**config.mk**
```make
export PLATFORM = sky130hd
export DESIGN_NAME = serial_boot_loader
export DESIGN_NICKNAME = d
export VERILOG_FILES = /design/src/rtl/sb_pkg.sv /design/src/rtl/sb_tick_gen.sv /design/src/rtl/sb_uart_rx.sv /design/src/rtl/sb_load_ctrl.sv /design/src/rtl/serial_boot_loader.sv
export SDC_FILE = /design/constraint.sdc
export NUM_CORES = 1
export LEC_CHECK = 0
export BUFFER_PORTS_ARGS = -buffer_cell sky130_fd_sc_hd__buf_2
export CORE_MARGIN = 1.5
export CORE_UTILIZATION = 62
export DETAILED_ROUTE_END_ITERATION = 7
export HOLD_SLACK_MARGIN = 0.03
export PLACE_DENSITY_LB_ADDON = 0.12
export SYNTH_ARGS = -nofsm -noshare
export SYNTH_HDL_FRONTEND = slang
export SYNTH_SLANG_ARGS = --single-unit
```
**constraint.sdc**
```tcl
create_clock -name clk -period 3.84 [get_ports clk]
set_clock_uncertainty 0.2 [all_clocks]
set_input_delay 0.192 -clock clk [delete_from_list [all_inputs] [get_ports clk]]
set_output_delay 0.192 -clock clk [all_outputs]
set_load 0.03 [all_outputs]
```
**src/rtl/sb_pkg.sv**
```systemverilog
package sb_pkg;

  typedef enum logic [1:0] {
    LD_IDLE,
    LD_WAIT,
    LD_WRITE,
    LD_RUN
  } load_state_t;

  typedef enum logic [1:0] {
    RX_IDLE,
    RX_START,
    RX_DATA,
    RX_STOP
  } rx_state_t;

endpackage

```
**src/rtl/sb_tick_gen.sv**
```systemverilog
module sb_tick_gen #(
  parameter int DIV = 12
) (
  input  logic clk,
  input  logic rst,
  input  logic clr,
  output logic tick
);
  localparam int CW = (DIV > 1) ? $clog2(DIV) : 1;
  localparam logic [CW-1:0] LAST = CW'(DIV - 1);

  logic [CW-1:0] cnt;

  always_ff @(posedge clk) begin
    if (rst || clr) begin
      cnt  <= '0;
      tick <= 1'b0;
    end else if (cnt == LAST) begin
      cnt  <= '0;
      tick <= 1'b1;
    end else begin
      cnt  <= cnt + 1'b1;
      tick <= 1'b0;
    end
  end

  // Ticks are spaced at least two clocks apart when DIV >= 2
  AST_TICK_SPACED: assert property (@(posedge clk) disable iff (rst)
    (tick && DIV > 1) |=> !tick);

endmodule

```
**src/rtl/sb_uart_rx.sv**
```systemverilog
module sb_uart_rx #(
  parameter int CLK_PER_BIT = 192,
  parameter int OVS         = 16
) (
  input  logic       clk,
  input  logic       rst,
  input  logic       rx_in,
  output logic       byte_valid,
  output logic [7:0] byte_data
);
  import sb_pkg::*;

  localparam int DIV = CLK_PER_BIT / OVS;
  localparam int SCW = $clog2(OVS);
  localparam logic [SCW-1:0] HALF = SCW'(OVS / 2 - 1);
  localparam logic [SCW-1:0] FULL = SCW'(OVS - 1);

  logic [1:0]     sync;
  logic           rx_s;
  logic           tick;
  logic           tick_clr;
  rx_state_t      state;
  logic [SCW-1:0] scnt;
  logic [2:0]     bitn;
  logic [7:0]     shreg;

  assign rx_s     = sync[1];
  assign tick_clr = (state == RX_IDLE) && !rx_s;

  always_ff @(posedge clk) begin
    if (rst) sync <= 2'b11;
    else     sync <= {sync[0], rx_in};
  end

  sb_tick_gen #(.DIV(DIV)) u_tick (
    .clk  (clk),
    .rst  (rst),
    .clr  (tick_clr),
    .tick (tick)
  );

  always_ff @(posedge clk) begin
    if (rst) begin
      state      <= RX_IDLE;
      scnt       <= '0;
      bitn       <= '0;
      shreg      <= '0;
      byte_valid <= 1'b0;
      byte_data  <= '0;
    end else begin
      byte_valid <= 1'b0;
      case (state)
        RX_IDLE: begin
          scnt <= '0;
          bitn <= '0;
          if (!rx_s) state <= RX_START;
        end
        RX_START: if (tick) begin
          if (scnt == HALF) begin
            scnt  <= '0;
            state <= rx_s ? RX_IDLE : RX_DATA;
          end else begin
            scnt <= scnt + 1'b1;
          end
        end
        RX_DATA: if (tick) begin
          if (scnt == FULL) begin
            scnt  <= '0;
            shreg <= {rx_s, shreg[7:1]};
            if (bitn == 3'd7) state <= RX_STOP;
            bitn <= bitn + 1'b1;
          end else begin
            scnt <= scnt + 1'b1;
          end
        end
        RX_STOP: if (tick) begin
          if (scnt == FULL) begin
            scnt  <= '0;
            state <= RX_IDLE;
            if (rx_s) begin
              byte_valid <= 1'b1;
              byte_data  <= shreg;
            end
          end else begin
            scnt <= scnt + 1'b1;
          end
        end
        default: state <= RX_IDLE;
      endcase
    end
  end

  AST_VALID_PULSE: assert property (@(posedge clk) disable iff (rst)
    byte_valid |=> !byte_valid);
  AST_VALID_NEEDS_STOP: assert property (@(posedge clk) disable iff (rst)
    byte_valid |-> (state == RX_IDLE));

endmodule

```
**src/rtl/sb_load_ctrl.sv**
```systemverilog
module sb_load_ctrl #(
  parameter int ADDR_W    = 16,
  parameter int IMAGE_LEN = 255
) (
  input  logic              clk,
  input  logic              rst,
  input  logic              boot_serial,
  input  logic              byte_valid,
  input  logic [7:0]        byte_data,
  output logic [ADDR_W-1:0] ram_addr,
  output logic [7:0]        ram_wdata,
  output logic              ram_we,
  output logic              cpu_hold
);
  import sb_pkg::*;

  localparam logic [ADDR_W-1:0] LAST_ADDR = ADDR_W'(IMAGE_LEN - 1);

  load_state_t state;

  always_ff @(posedge clk) begin
    if (rst) begin
      state     <= LD_IDLE;
      ram_addr  <= '0;
      ram_wdata <= '0;
      ram_we    <= 1'b0;
      cpu_hold  <= 1'b1;
    end else begin
      case (state)
        LD_IDLE: begin
          state    <= boot_serial ? LD_WAIT : LD_RUN;
          cpu_hold <= boot_serial;
        end
        LD_WAIT: if (byte_valid) begin
          ram_wdata <= byte_data;
          ram_we    <= 1'b1;
          state     <= LD_WRITE;
        end
        LD_WRITE: begin
          ram_we   <= 1'b0;
          ram_addr <= ram_addr + 1'b1;
          if (ram_addr == LAST_ADDR) begin
            cpu_hold <= 1'b0;
            state    <= LD_RUN;
          end else begin
            state <= LD_WAIT;
          end
        end
        LD_RUN: begin
          ram_we   <= 1'b0;
          cpu_hold <= 1'b0;
        end
        default: state <= LD_IDLE;
      endcase
    end
  end

  AST_WE_ONE_CYCLE: assert property (@(posedge clk) disable iff (rst)
    ram_we |=> !ram_we);
  AST_ADDR_STEP: assert property (@(posedge clk) disable iff (rst)
    ram_we |=> (ram_addr == ADDR_W'($past(ram_addr) + 1'b1)));
  AST_ADDR_HOLD: assert property (@(posedge clk) disable iff (rst)
    !ram_we |=> $stable(ram_addr));
  AST_RELEASE_STICKY: assert property (@(posedge clk) disable iff (rst)
    !cpu_hold |=> !cpu_hold);
  AST_NO_WRITE_FREE: assert property (@(posedge clk) disable iff (rst)
    ram_we |-> cpu_hold);
  AST_ADDR_BOUND: assert property (@(posedge clk) disable iff (rst)
    ram_we |-> (ram_addr <= LAST_ADDR));

endmodule

```
**src/rtl/serial_boot_loader.sv**
```systemverilog
module serial_boot_loader #(
  parameter int CLK_PER_BIT = 192,
  parameter int OVS         = 16,
  parameter int IMAGE_LEN   = 255,
  parameter int ADDR_W      = 16
) (
  input  logic              clk,
  input  logic              rst,
  input  logic              boot_serial,
  input  logic              rx_in,
  output logic [ADDR_W-1:0] ram_addr,
  output logic [7:0]        ram_wdata,
  output logic              ram_we,
  output logic              cpu_hold
);
  logic       byte_valid;
  logic [7:0] byte_data;

  sb_uart_rx #(
    .CLK_PER_BIT (CLK_PER_BIT),
    .OVS         (OVS)
  ) u_rx (
    .clk        (clk),
    .rst        (rst),
    .rx_in      (rx_in),
    .byte_valid (byte_valid),
    .byte_data  (byte_data)
  );

  sb_load_ctrl #(
    .ADDR_W    (ADDR_W),
    .IMAGE_LEN (IMAGE_LEN)
  ) u_ctrl (
    .clk         (clk),
    .rst         (rst),
    .boot_serial (boot_serial),
    .byte_valid  (byte_valid),
    .byte_data   (byte_data),
    .ram_addr    (ram_addr),
    .ram_wdata   (ram_wdata),
    .ram_we      (ram_we),
    .cpu_hold    (cpu_hold)
  );

endmodule

```
# Word level (Yosys, flattened, before mapping)

Index checks and enable logic that the tools add are counted.

Add/sub/neg operators: 4
Equal/unequal tests: 22
Muxes and demuxes: 28
Bitwise operators: 3
Reductions and logical operators: 22

Operator list:

| operator                                                                | number |
|---|---|
| 2-bit 2-to-1 mux                                                        | 12 |
| 16-bit by 1-bit adder with 16-bit output, second input constant         | 1 |
| 16-bit by 8-bit == test with 1-bit output, second input constant        | 1 |
| 4-bit 2-to-1 mux                                                        | 4 |
| 2-bit by 1-bit inequality test with 1-bit output, second input constant | 6 |
| 4-bit case mux with 3 select lines                                      | 1 |
| 2-bit inequality test, second input constant                            | 5 |
| 2-bit AND reduction                                                     | 5 |
| 4-bit by 1-bit adder with 4-bit output, second input constant           | 2 |
| 2-bit == test, second input constant                                    | 4 |
| 4-bit == test, second input constant                                    | 2 |
| 2-bit case mux with 4 select lines                                      | 1 |
| 8-bit AND reduction                                                     | 1 |
| 3-bit 2-to-1 mux                                                        | 2 |
| 2-bit case mux with 3 select lines                                      | 1 |
| 3-bit case mux with 2 select lines                                      | 1 |
| 3-bit AND reduction                                                     | 2 |
| 3-bit nonzero test                                                      | 2 |
| 2-bit OR reduction                                                      | 3 |
| 2-bit by 1-bit == test with 1-bit output, second input constant         | 2 |
| 4-bit by 3-bit == test with 1-bit output, second input constant         | 1 |
| 2-bit logical NOT                                                       | 2 |
| 1-bit 2-to-1 mux                                                        | 4 |
| 4-bit AND reduction                                                     | 1 |
| 10 further kinds                                                        | 13 |

Flip-flop bits (word level): 61
Bits of input ports: 4
Output and inout bits: 26

# Longest topological paths before layout

Gate-level depths: netlist (run 1).

Depth after elaboration: 5
Mapped depth: 8
Depth with buffers taken out: 6

# Modules after synthesis

From an unflattened synthesis (run 1), not the netlist that was laid out.

Cells, all modules: 293
Area total of the unflattened synthesis: 2746.4 um2

Modules (own cells, without submodules):

| module       | times used | cells an instance | area an instance (um2) | seq. area each (um2) |
|---|---|---|---|---|
| sb_load_ctrl | 1          | 151               | 1291.2                 | 560.5 |
| sb_uart_rx   | 1          | 125               | 1267.5                 | 560.5 |
| sb_tick_gen  | 1          | 17                | 187.7                  | 100.1 |

# Worst setup path after synthesis (run 1)

OpenSTA, ideal clock, no wires.

Path type: register -> register
Start point: reg u_ctrl.state[1]
End point: reg u_ctrl.ram_addr[13]
Setup time: 0.121 ns
Arrival: 1.596 ns
Setup slack: 1.923 ns
Cell stages (with the launch flop): 8
Period minus slack after synthesis: 1.917 ns
Cells stage by stage: dfxtp_1 -> ha_1 -> buf_6 -> and3_1 -> buf_6 -> nand2_1 -> nor4_1 -> mux2_2

Word-level cells in the longest chain between the ends: 1

Ends and longest elaborated chain:

| what                   | line               | text |
|---|---|---|
| from (decl)            | sb_load_ctrl.sv:19 | `load_state_t state;` |
| from (signal assigned) | sb_load_ctrl.sv:31 | `state <= boot_serial ? LD_WAIT : LD_RUN;` |
| 2-bit == test          | sb_load_ctrl.sv:29 | `case (state)` |
| to (signal assigned)   | sb_load_ctrl.sv:41 | `ram_addr <= ram_addr + 1'b1;` |
| to (decl)              | sb_load_ctrl.sv:10 | `output logic [ADDR_W-1:0] ram_addr,` |

No other way between the ends.
A chain may end at the register's enable or synchronous reset.

# Final worst setup path (run 1)

Ends and elaborated chain as after synthesis.

==> metrics.md, run 1 <==
| Metric | Value |
|---|---|
| R2R Path End | u_ctrl.ram_addr[13]$_SDFFE_PP0N_ |
| YS warnings | 0 |
| Worst VDD drop | 0.405 mV |
| Diode count | 0 |
| Antenna-violating nets left | 0 |
| Cells after Synth | 295 |
| Sequential share of power | 45.2% |
| Worst-Skew Late Latency | 0.33 ns |
| PD cells | 505 nW/um^2 |
| Comb pwr share | 12.1% |
| Iter 0 DRT Violations | 91 |
| Final Setup Violations | 0 |
| Worst hold path type | reg -> reg |
| Int Pwr | 0.00114 W |
| Worst-Margin Slew | 0.956 ns |
| Fraction of layout cells with a size suffix above 1 | 16.3% |
| Most frequent cells in the layout | dfxtp_1 (61), nor2_1 (45), buf_2 (29) |
| RePlAce Congestion | 0.722 |
| Register area | 1220 um^2 |
| First-pass GRT wire length | 8.01 mm |
| Mapped Area | 2650 um^2 |
| Commonest non-fill, non-tap cell in the layout | dfxtp_1 |
| Register area share after synthesis | 46.1% |
| Inst Count DP | 358 |
| Largest net degree at the start of global routing | 59 |
| Fin. max-slew vios | 0 |
| Detailed Place HPWL | 3.09 mm |
| Clock-pin slew on the worst setup and hold paths | 0.07 ns |
| Status | finished, final reports clean |
| Clock Tree Buf Depth | 2 |
| Multi-input gate area | 1310 um^2 |
| Period minus WS final | 2.22 ns |
| Hold EP | u_rx.sync[1]$_SDFF_PP1_ |
| Net Sw Frac | 25.2% |
| CTS resizes | 0 |
| Kind of critical path | reg -> reg |
| Chip width | 68.4 um |
| CTS tree | built |
| FP Rows | 23 |
| Die area | 4680 um^2 |
| H-tree Lvls | 3 |
| Arrival time worst endpoint | 2.24 ns |
| Die height | 68.4 um |
| Port Buffers | 29 |
| Setup TNS | 0 ns |
| Final Cell Area | 3020 um^2 |
| CP Max Fanout | 10 |
| Routed Wire Length | 4.77 mm |
| Num CTS Buffers | 9 |
| Synthesized Nets | 310 |
| Routed WL per cell | 12.7 um |
| Synth Register Bits | 61 |
| Unrepaired setup endpoints after global routing | no |
| Hold Crit Depth | 1 |
| Grt ovf | 0 |
| Area grow syn2layout | 14.1% |
| Layout filler cell count | 308 |
| R2r worst-path depth | 5 |
| Detailed-route DRC error count | 0 |
| Critical R2R Launch | u_ctrl.state[1]$_SDFFE_PP0P_ |
| Nets@finish | 336 |
| Critical path required time | 3.87 ns |
| Startpoint types | flip-flop |
| # IOs | 30 |
| Clock Sinks | 61 |
| Leak | 1.16 nW |
| Fin util | 74.5% |
| Area post-placement | 2770 um^2 |
| GRT Total Usage | 23.3% |
| Clk root buf | clkbuf_8 |
| Slew Limit Headroom | 36.3% |
| Max capacitance violation total | 0 |
| Drt pass-1 iters | 4 |
| Drt via density | 5.60 |
| Final hold violation count | 0 |
| Via count | 2,100 |
| Final Cycle Share | 57.7% |
| Hold Crit Start | u_rx.sync[0]$_SDFF_PP1_ |
| Peak Freq | 451 MHz |
| Core ar. | 4060 um^2 |
| Vias in the first global route | 1,808 |
| Post-synth cell types | 42 |
| Psw | 0.000385 W |
| Mean Syn Cell Area | 8.98 um^2 |
| Worst Setup End Kind | flip-flop |
| R2R setup slack | 1.62 ns |
| Clk pwr share | 42.8% |
| Starting Density | 65.3% |
| Antenna violations before repair | 0 |
| Non-filler cells, final | 375 |
cells in the mapped netlist:
cell | instances | area (um^2)
nand4_2 | 1 | 12.5
or4_1 | 1 | 7.51
o31ai_1 | 1 | 7.51
xor2_1 | 8 | 70.1
ha_1 | 11 | 138
nor2_1 | 45 | 169
a211o_1 | 1 | 8.76
o21ai_0 | 5 | 25.0
mux2_2 | 1 | 11.3
mux2i_1 | 17 | 170
nor4_1 | 4 | 25.0
nand2_1 | 22 | 82.6
a41oi_1 | 1 | 8.76
and2_1 | 1 | 6.26
and4_1 | 1 | 8.76
nor3_1 | 11 | 55.1
a21oi_1 | 21 | 105
and3_1 | 4 | 25.0
a32oi_1 | 1 | 8.76
inv_1 | 6 | 22.5
nand3b_1 | 1 | 7.51
o21bai_1 | 2 | 15.0
nand4_1 | 7 | 43.8
buf_2 | 7 | 35.0
dfxtp_1 | 61 | 1220
a311oi_1 | 1 | 8.76
nor2_2 | 1 | 6.26
a211oi_1 | 4 | 30.0
or3_1 | 3 | 18.8
or2_2 | 2 | 12.5
o22ai_1 | 2 | 12.5
buf_6 | 3 | 33.8
nand3_1 | 14 | 70.1
nand2b_1 | 2 | 12.5
a22oi_1 | 2 | 15.0
clkbuf_1 | 7 | 26.3
xnor2_1 | 5 | 43.8
nand3_2 | 1 | 10.0
nor4b_1 | 2 | 17.5
nor2b_1 | 2 | 12.5
and4_2 | 2 | 20.0
nor4bb_1 | 1 | 10.0
cell type report:
class,count,share of cell area [%]
clock buffer,12,5.46
multi-input combinational,211,43.4
inverter,6,0.745
clock inverter,3,2.24
sequential,61,40.4
tap,50,2.07
timing repair buffer,32,5.71
logic make-up after synthesis:
logic type | synth area share [%]
xor gates and xnor gates | 4.30
AOI/OAI and AO/OA | 9.25
DFF | 46.1
muxes | 6.85
buffers and inverters | 4.44
and+or+nand+nor | 23.9
adders and majority gates | 5.19
metal layers:
metal	GRT usage [%]	up-vias	share of wire, %
met5	0	-	0
met4	9.50	0	1.0
li1	-	1083	-
met3	8.72	7	5.6
met1	29.8	955	49
met2	35.2	55	44
critical path, stage by stage (launching register included):
cell     delay (ns)
dfxtp_1        0.41
ha_1           0.39
and3_1         0.35
nand2_1        0.12
nor4_1         0.27
mux2_2         0.37
what timing repair did:
item | CTS | global route
buffers inserted | 0 | 0
hold buffers | 2 | 0
endpoints found under the hold margin | 2 | 0
registers in the layout, indices dropped and copies added (netlist names), named ones only:
| register | count |
|---|---|
| u_rx.byte_valid | 1 |
| u_ctrl.ram_wdata | 8 |
| u_ctrl.ram_addr | 16 |
| u_rx.u_tick.tick | 1 |
| u_ctrl.state | 2 |
| u_ctrl.cpu_hold | 1 |
| u_ctrl.ram_we | 1 |
| u_rx.bitn | 3 |
| u_rx.shreg | 8 |
| u_rx.scnt | 4 |
| u_rx.sync | 2 |
| u_rx.u_tick.cnt | 4 |
| u_rx.state | 1 |
| u_rx.byte_data | 8 |
power groups by stage:
stage                     clock [W]  sequential (W)  combinational (W)
after detailed placement          0        0.000703           0.000181
after global routing       0.000695        0.000693           0.000209
after CTS                  0.000666        0.000689           0.000187
final                      0.000652        0.000689           0.000184
after global placement            0        0.000702           0.000175
after floorplan                   0        0.000719           0.000126
metrics by stage:
| stage | setup WS, ns | power (W) | hold WS [ns] |
|---|---|---|---|
| after floorplan | 1.92 | 0.000845 | 0.0958 |
| after global routing | 1.44 | 0.00160 | 0.248 |
| after global placement | 1.72 | 0.000877 | 0.176 |
| final | 1.62 | 0.00153 | 0.216 |
| after CTS | 1.63 | 0.00154 | 0.218 |
| after detailed placement | 1.65 | 0.000884 | 0.178 |
worst max-delay path by stage:
stage / cells after the start / startpoint / slack (ns) / endpoint
5_1_grt: 5 / u_ctrl.state[1]$_SDFFE_PP0P_ / 1.44 / u_ctrl.ram_addr[13]$_SDFFE_PP0N_
3_3_place_gp: 5 / u_ctrl.state[1]$_SDFFE_PP0P_ / 1.72 / u_ctrl.ram_addr[13]$_SDFFE_PP0N_
6_report: 5 / u_ctrl.state[1]$_SDFFE_PP0P_ / 1.62 / u_ctrl.ram_addr[13]$_SDFFE_PP0N_
3_5_place_dp: 5 / u_ctrl.state[1]$_SDFFE_PP0P_ / 1.65 / u_ctrl.ram_addr[13]$_SDFFE_PP0N_
2_1_floorplan: 7 / u_ctrl.state[1]$_SDFFE_PP0P_ / 1.92 / u_ctrl.ram_addr[13]$_SDFFE_PP0N_
4_1_cts: 5 / u_ctrl.state[1]$_SDFFE_PP0P_ / 1.63 / u_ctrl.ram_addr[13]$_SDFFE_PP0N_
No activity file was read; power rests on OpenSTA's default activity.
==> run 2: changes to the inputs <==
--- a/config.mk
+++ b/config.mk
@@ -7,7 +7,7 @@
 export LEC_CHECK = 0
 export BUFFER_PORTS_ARGS = -buffer_cell sky130_fd_sc_hd__buf_2
 export CORE_MARGIN = 1.5
-export CORE_UTILIZATION = 62
+export CORE_UTILIZATION = 52
 export DETAILED_ROUTE_END_ITERATION = 7
 export HOLD_SLACK_MARGIN = 0.03
 export PLACE_DENSITY_LB_ADDON = 0.12
==> constraint.sdc (replaced) <==
create_clock -name clk -period 1.8 [get_ports clk]
set_clock_uncertainty 0.2 [all_clocks]
set_input_delay 0.09 -clock clk [delete_from_list [all_inputs] [get_ports clk]]
set_output_delay 0.09 -clock clk [all_outputs]
set_load 0.03 [all_outputs]
==> run 2 against run 1 <==
  * Setup slack lost 1.6 ns
  * Register-to-register slack lost 1.6 ns
  * Clock power grew 67%
  * Combinational power grew to 2.6 times the previous value
  * Flip-flop and latch count is the same
  * Critical path type unchanged
  * Highest routed layer unchanged
==> metrics.md, run 2 (synthesis gave the netlist of run 1 again) <==
| Metric | Value |
|---|---|
| Routed WL per cell | 12.5 um (-2.0%) |
| R2r worst-path depth | 6 (+1) |
| # IOs | 30 (unchanged) |
| Iter 0 DRT Violations | 124 (+36%) |
| Area post-placement | 3000 um^2 (+8.2%) |
| Die height | 74.4 um (+8.8%) |
| Chip width | 74.4 um (+8.8%) |
| Most flops, register | u_ctrl.ram_addr |
| Largest net degree at the start of global routing | 34 (-42%) |
| Critical R2R Launch | u_ctrl.state[1]$_SDFFE_PP0P_ |
| Post-Route M1 WL | 2.71 mm (+17%) |
| Detailed-route DRC error count | 0 (unchanged) |
| Critical Path Max Stage Delay | 0.40 ns (about the same) |
| R2R Path End | u_ctrl.ram_addr[15]$_SDFFE_PP0N_ |
| Final Setup Violations | 0 (unchanged) |
| Routed Wire Length | 5.17 mm (+8.5%) |
| Highest routed layer | met4 |
| Fin. max-slew vios | 0 (unchanged) |
| Final Cycle Share | 96.7% (+39 points) |
| Fraction of layout cells with a size suffix above 1 | 25.6% (+9.3 points) |
| First-pass GRT wire length | 8.72 mm (+8.9%) |
| Antenna-violating nets left | 0 (unchanged) |
| Num CTS Buffers | 9 (unchanged) |
| Nets@finish | 358 (+6.5%) |
| Leak | 1.27 nW (+9.2%) |
| GRT Total Usage | 20.5% (-2.7 points) |
| R2R setup slack | 0.06 ns (-1.57 ns) |
| CP Max Fanout | 6 (-4) |
| Critical path required time | 1.86 ns (-2.01 ns) |
| Die area | 5530 um^2 (+18%) |
| FP Rows | 25 (+8.7%) |
| Hold EP | u_rx.sync[1]$_SDFF_PP1_ |
| RePlAce Congestion | 0.787 (+8.9%) |
| Period minus WS final | 1.74 ns (-0.475 ns) |
| Final Total Pwr | 0.00305 W (+100%) |
| Via count | 2,163 (+3.0%) |
| Drt pass-1 iters | 4 (unchanged) |
| Clk root buf | clkbuf_8 |
| H-tree Lvls | 3 (unchanged) |
| Antenna violations before repair | 0 (unchanged) |
| Worst Setup End Kind | flip-flop |
| Layout filler cell count | 408 (+32%) |
| Critical path's top delay family | simple AND/OR/NAND/NOR gates |
| Starting Density | 55.0% (-10 points) |
| Clock Sinks | 61 (unchanged) |
| Worst path buffer plus inverter count | 1 (+1) |
| Max capacitance violation total | 0 (unchanged) |
| Port Buffers | 29 (unchanged) |
| CP cell instances | ha_4 -> and3_4 -> buf_4 -> nand3_2 -> or4_1 -> a21oi_1 |
| Unrepaired setup endpoints after global routing | no |
| Kind of critical path | reg -> reg |
| CP Depth | 6 (+1) |
| Vias in the first global route | 1,911 (+5.7%) |
| PD cells | 947 nW/um^2 (+88%) |
| Worst VDD drop | 0.916 mV (+130%) |
| Drt via density | 5.21 (-6.9%) |
| CTS tree | built |
| Worst hold path type | reg -> reg |
| Grt ovf | 0 (unchanged) |
| Detailed Place HPWL | 3.57 mm (+16%) |
| Worst-Skew Late Latency | 0.33 ns (about the same) |
| Clock-pin slew on the worst setup and hold paths | 0.07 ns (about the same) |
| Status | finished, final reports clean |
| Slew Limit Headroom | 62.3% (+26 points) |
| Final Cell Area | 3220 um^2 (+6.6%) |
| Core ar. | 4820 um^2 (+19%) |
| Max reg flops | 16 (unchanged) |
| Hold WS | 0.217 ns (+0.000538 ns) |
| Wire length on met3 | 192 um (-28%) |
| Startpoint types | flip-flop |
| Clock Tree Buf Depth | 2 (unchanged) |
| Peak Freq | 575 MHz (+27%) |
| Commonest non-fill, non-tap cell in the layout | dfxtp_1 |
| CP max stage cell | dfxtp_2 |
| Hold Crit Depth | 1 (unchanged) |
| Metal2 WL | 2.19 mm (+3.2%) |
| Worst-Margin Slew | 0.566 ns (-0.389 ns) |
| Final hold violation count | 0 (unchanged) |
| Arrival time worst endpoint | 1.80 ns (-0.44 ns) |
| Most frequent cells in the layout | dfxtp_1 (53), nor2_1 (44), buf_2 (29) |
| Area grow syn2layout | 21.6% |
| Hold Crit Start | u_rx.sync[0]$_SDFF_PP1_ |
| Diode count | 0 (unchanged) |
run 2: cell types whose count changed in the layout (fill, tap and decap cells not counted), moves of 2 or more:
cell | before | now
buf_4 | 1 | 22
clkbuf_1 | 0 | 2
dfxtp_2 | 0 | 7
clkbuf_8 | 12 | 10
bufinv_16 | 2 | 0
dfxtp_1 | 61 | 53
run 2: how the worst max path moves through the flow:
stage                                         start                               end  slack, ns
finish                 u_ctrl.state[1]$_SDFFE_PP0P_  u_ctrl.ram_addr[15]$_SDFFE_PP0N_       0.06
global route        u_ctrl.ram_addr[0]$_SDFFE_PP0N_      u_ctrl.state[1]$_SDFFE_PP0P_      0.002
CTS                    u_ctrl.state[1]$_SDFFE_PP0P_  u_ctrl.ram_addr[13]$_SDFFE_PP0N_       0.06
detailed placement     u_ctrl.state[1]$_SDFFE_PP0P_  u_ctrl.ram_addr[13]$_SDFFE_PP0N_       0.06
global placement       u_ctrl.state[1]$_SDFFE_PP0P_  u_ctrl.ram_addr[13]$_SDFFE_PP0N_        0.1
floorplan              u_ctrl.state[0]$_SDFFE_PP0P_  u_ctrl.ram_addr[13]$_SDFFE_PP0N_      -0.08
run 2: through the flow:
step	utilization, %	setup TNS (ns)	instances	setup slack, ns
final	66.9	0	415	0.0594
after floorplan	-	-0.0839	295	-0.0839
after global routing	66.9	0	415	0.00168
after CTS	66.5	0	415	0.0558
after global placement	62.2	0	396	0.0958
after detailed placement	62.2	0	396	0.0641
run 2: what timing repair did:
item	4_1_cts	5_1_grt
gates resized for setup	0	4
hold endpoints to repair	6	0
setup buffers	0	0
setup endpoints to repair	0	10
hold buffers	3	0
run 2: where the power goes:
part           total, W  switching [W]  internal (W)
logic          0.000487       0.000279      0.000208
clock network   0.00109       0.000546      0.000545
registers       0.00147      0.0000594       0.00141
total           0.00305       0.000885       0.00217
run 2: layout make-up:
type                    count  area (um^2)  share of cell area [%]
multi-input cells         211         1370                    42.4
well taps                  67         83.8                    2.60
repair buffers             54          340                    10.6
flip-flops and latches     61         1230                    38.3
clock inverters             4         32.5                    1.01
inverters                   6         22.5                   0.699
clock buffers              12          145                    4.50
run 2: routing by layer:
| metal | global-route usage (%) | vias to the layer above |
|---|---|---|
| li1 | - | 1134 |
| met1 | 29.1 | 977 |
| met2 | 29.3 | 44 |
| met3 | 6.37 | 8 |
| met4 | 7.88 | 0 |
| met5 | 0 | - |
run 2: worst reg2reg max path, stage by stage (launching register included):
cell     delay (ns)
dfxtp_2        0.40
ha_4           0.16
and3_4         0.19
buf_4          0.14
nand3_2        0.07
or4_1          0.40
a21oi_1        0.13
==> run 3: changes to the inputs <==
--- a/config.mk
+++ b/config.mk
@@ -5,7 +5,7 @@
 export SDC_FILE = /design/constraint.sdc
 export NUM_CORES = 1
 export LEC_CHECK = 0
-export BUFFER_PORTS_ARGS = -buffer_cell sky130_fd_sc_hd__buf_2
+export BUFFER_PORTS_ARGS = -buffer_cell sky130_fd_sc_hd__clkbuf_2
 export CORE_MARGIN = 1.5
 export CORE_UTILIZATION = 52
 export DETAILED_ROUTE_END_ITERATION = 7
==> run 3 against run 2 <==
  * Non-clock buffer count is 1 higher
  * Highest routed layer unchanged
  * Clock-buffer cell count fell by 3
  * Total power fell by 0.77%
  * Register-to-register slack better by 0.03 ns
  * Routed wire length is 0.93% higher
  * Flip-flop and latch count did not move
  * Global-route usage grew 0.34 points
==> metrics.md, run 3 (synthesis gave the netlist of run 1 again) <==
| Metric | Value |
|---|---|
| Detailed Place HPWL | 3.64 mm (+1.8%) |
| Startpoint types | flip-flop |
| Worst Setup SP | u_ctrl.state[0]$_SDFFE_PP0P_ |
| RePlAce Congestion | 0.900 (+14%) |
| Register area | 1230 um^2 (unchanged) |
| Fin util | 67.2% (+0.26 points) |
| Hold Crit Start | u_rx.sync[0]$_SDFF_PP1_ |
| Net Sw Frac | 29.5% (+0.51 points) |
| Worst hold path type | reg -> reg |
| Num CTS Buffers | 9 (unchanged) |
| Fin. max-slew vios | 0 (unchanged) |
| Setup TNS | 0 ns (unchanged) |
| Period minus WS final | 1.71 ns (-0.0264 ns) |
| Antenna-violating nets left | 0 (unchanged) |
| Final hold violation count | 0 (unchanged) |
| Nets@finish | 359 (+0.28%) |
| Grt ovf | 0 (unchanged) |
| Area grow syn2layout | 22.1% |
| CTS tree | built |
| Peak Freq | 583 MHz (+1.5%) |
| Most frequent cells in the layout | dfxtp_1 (53), nor2_1 (45), clkbuf_2 (29) |
| Leak | 1.26 nW (-0.51%) |
| Drt via density | 5.30 (+1.7%) |
| Max reg flops | 16 (unchanged) |
| Arrival time worst endpoint | 1.74 ns (-0.06 ns) |
| Int Pwr | 0.00214 W (-1.5%) |
| Worst VDD drop | 0.899 mV (-1.8%) |
| GRT Total Usage | 20.9% (+0.34 points) |
| H-tree Lvls | 3 (unchanged) |
| Sequential share of power | 48.5% (+0.2 points) |
| Most flops, register | u_ctrl.ram_addr |
| Post-CTS Setup Bufs | 0 (unchanged) |
| Worst Setup End Kind | flip-flop |
| Comb pwr share | 16.6% (+0.6 points) |
| Vias in the first global route | 1,990 (+4.1%) |
| Psw | 0.000893 W (+0.96%) |
| Antenna violations before repair | 0 (unchanged) |
| Routed WL per cell | 12.5 um (+0.69%) |
| PD cells | 936 nW/um^2 (-1.2%) |
| # IOs | 30 (unchanged) |
| Slew Limit Headroom | 69.4% (+7.1 points) |
| Clk pwr share | 34.9% (-0.8 points) |
| Detailed-route DRC error count | 0 (unchanged) |
| Chip width | 74.4 um (unchanged) |
| Fraction of layout cells with a size suffix above 1 | 26.4% (+0.79 points) |
| Die height | 74.4 um (unchanged) |
| Worst-Skew Late Latency | 0.33 ns (about the same) |
| CP Max Fanout | 3 (-3) |
| Clock Sinks | 61 (unchanged) |
| Unrepaired setup endpoints after global routing | no |
| Final Cycle Share | 95.2% (-1.5 points) |
| Die area | 5530 um^2 (unchanged) |
| Largest net degree at the start of global routing | 26 (-24%) |
| Critical path required time | 1.83 ns (-0.03 ns) |
| Layout filler cell count | 406 (-0.49%) |
| Commonest non-fill, non-tap cell in the layout | dfxtp_1 |
| Status | finished, final reports clean |
| Max capacitance violation total | 0 (unchanged) |
| Drt pass-1 iters | 4 (unchanged) |
| Multi-input gate area | 1370 um^2 (+0.64%) |
| Clk root buf | clkbuf_8 |
| Iter 0 DRT Violations | 116 (-6.5%) |
| Routed Wire Length | 5.22 mm (+0.93%) |
| FP Rows | 25 (unchanged) |
| Critical R2R Launch | u_ctrl.state[0]$_SDFFE_PP0P_ |
| Diode count | 0 (unchanged) |
| Via count | 2,206 (+2.0%) |
| Worst-Margin Slew | 0.459 ns (-0.107 ns) |
| Port Buffers | 29 (unchanged) |
| Clock Tree Buf Depth | 2 (unchanged) |
| Final Setup Violations | 0 (unchanged) |
| Clock-pin slew on the worst setup and hold paths | 0.07 ns (about the same) |
| First-pass GRT wire length | 8.78 mm (+0.63%) |
| Core ar. | 4820 um^2 (unchanged) |
| Starting Density | 55.0% (unchanged) |
| Kind of critical path | reg -> reg |
-- run 3: cell count changes in the layout (fill, tap and decap cells not counted), sizes merged --
cell      delta
clkinv       +5
clkbuf      +26
clkinvlp     -2
buf         -28
-- run 3: critical path, stage by stage (launching register included) --
cell     delay, ns
dfxtp_4       0.34
inv_2         0.06
ha_4          0.12
and3_4        0.20
nand2_4       0.06
nor4_2        0.27
mux2_2        0.35
-- run 3: power groups by stage --
stage	registers, W	clock network, W	logic [W]
floorplan	0.00155	0	0.000285
global placement	0.00150	0	0.000486
detailed placement	0.00150	0	0.000495
CTS	0.00147	0.00110	0.000502
global route	0.00147	0.00115	0.000565
finish	0.00147	0.00106	0.000504
-- run 3: per-stage QoR --
stage	hold WS (ns)	std cells	area, um^2	setup WS (ns)	total power (W)
2_1_floorplan	-0.00619	295	2700	-0.0839	0.00184
3_5_place_dp	0.0766	397	3010	0.0556	0.00199
4_1_cts	0.211	416	3210	0.0646	0.00307
6_report	0.210	416	3240	0.0858	0.00303
3_3_place_gp	0.0741	397	3010	0.0963	0.00198
5_1_grt	0.235	416	3240	0.00222	0.00319
-- run 3: area by class of cell --
cell class	instances	share of cell area [%]
multi-input cells	211	42.5
flip-flops and latches	61	38.1
repair buffers	55	10.8
clock buffers	9	3.83
well taps	67	2.59
clock inverters	7	1.55
inverters	6	0.696
-- run 3: worst paths after layout --
check             cells after the start                          endpoint  slack (ns)
setup / recovery                      6  u_ctrl.ram_addr[13]$_SDFFE_PP0N_        0.09
hold / removal                        1           u_rx.sync[1]$_SDFF_PP1_        0.21
setup reg to reg                      6  u_ctrl.ram_addr[13]$_SDFFE_PP0N_        0.09
hold reg to reg                       1           u_rx.sync[1]$_SDFF_PP1_        0.21
-- run 3: what timing repair did --
action / 4_1_cts / 5_1_grt
endpoints found under the hold margin: 4 / 0
resized for setup: 0 / 4
hold buffers: 3 / 0
setup endpoints to repair: 0 / 12
-- run 3: layer usage --
metal  track usage, %  up-vias  wire [um]
met4             8.48        0         85
met3             7.32        7        200
met5                0        -          0
met1             27.3     1028       2640
met2             31.5       40       2290
li1                 -     1131          -
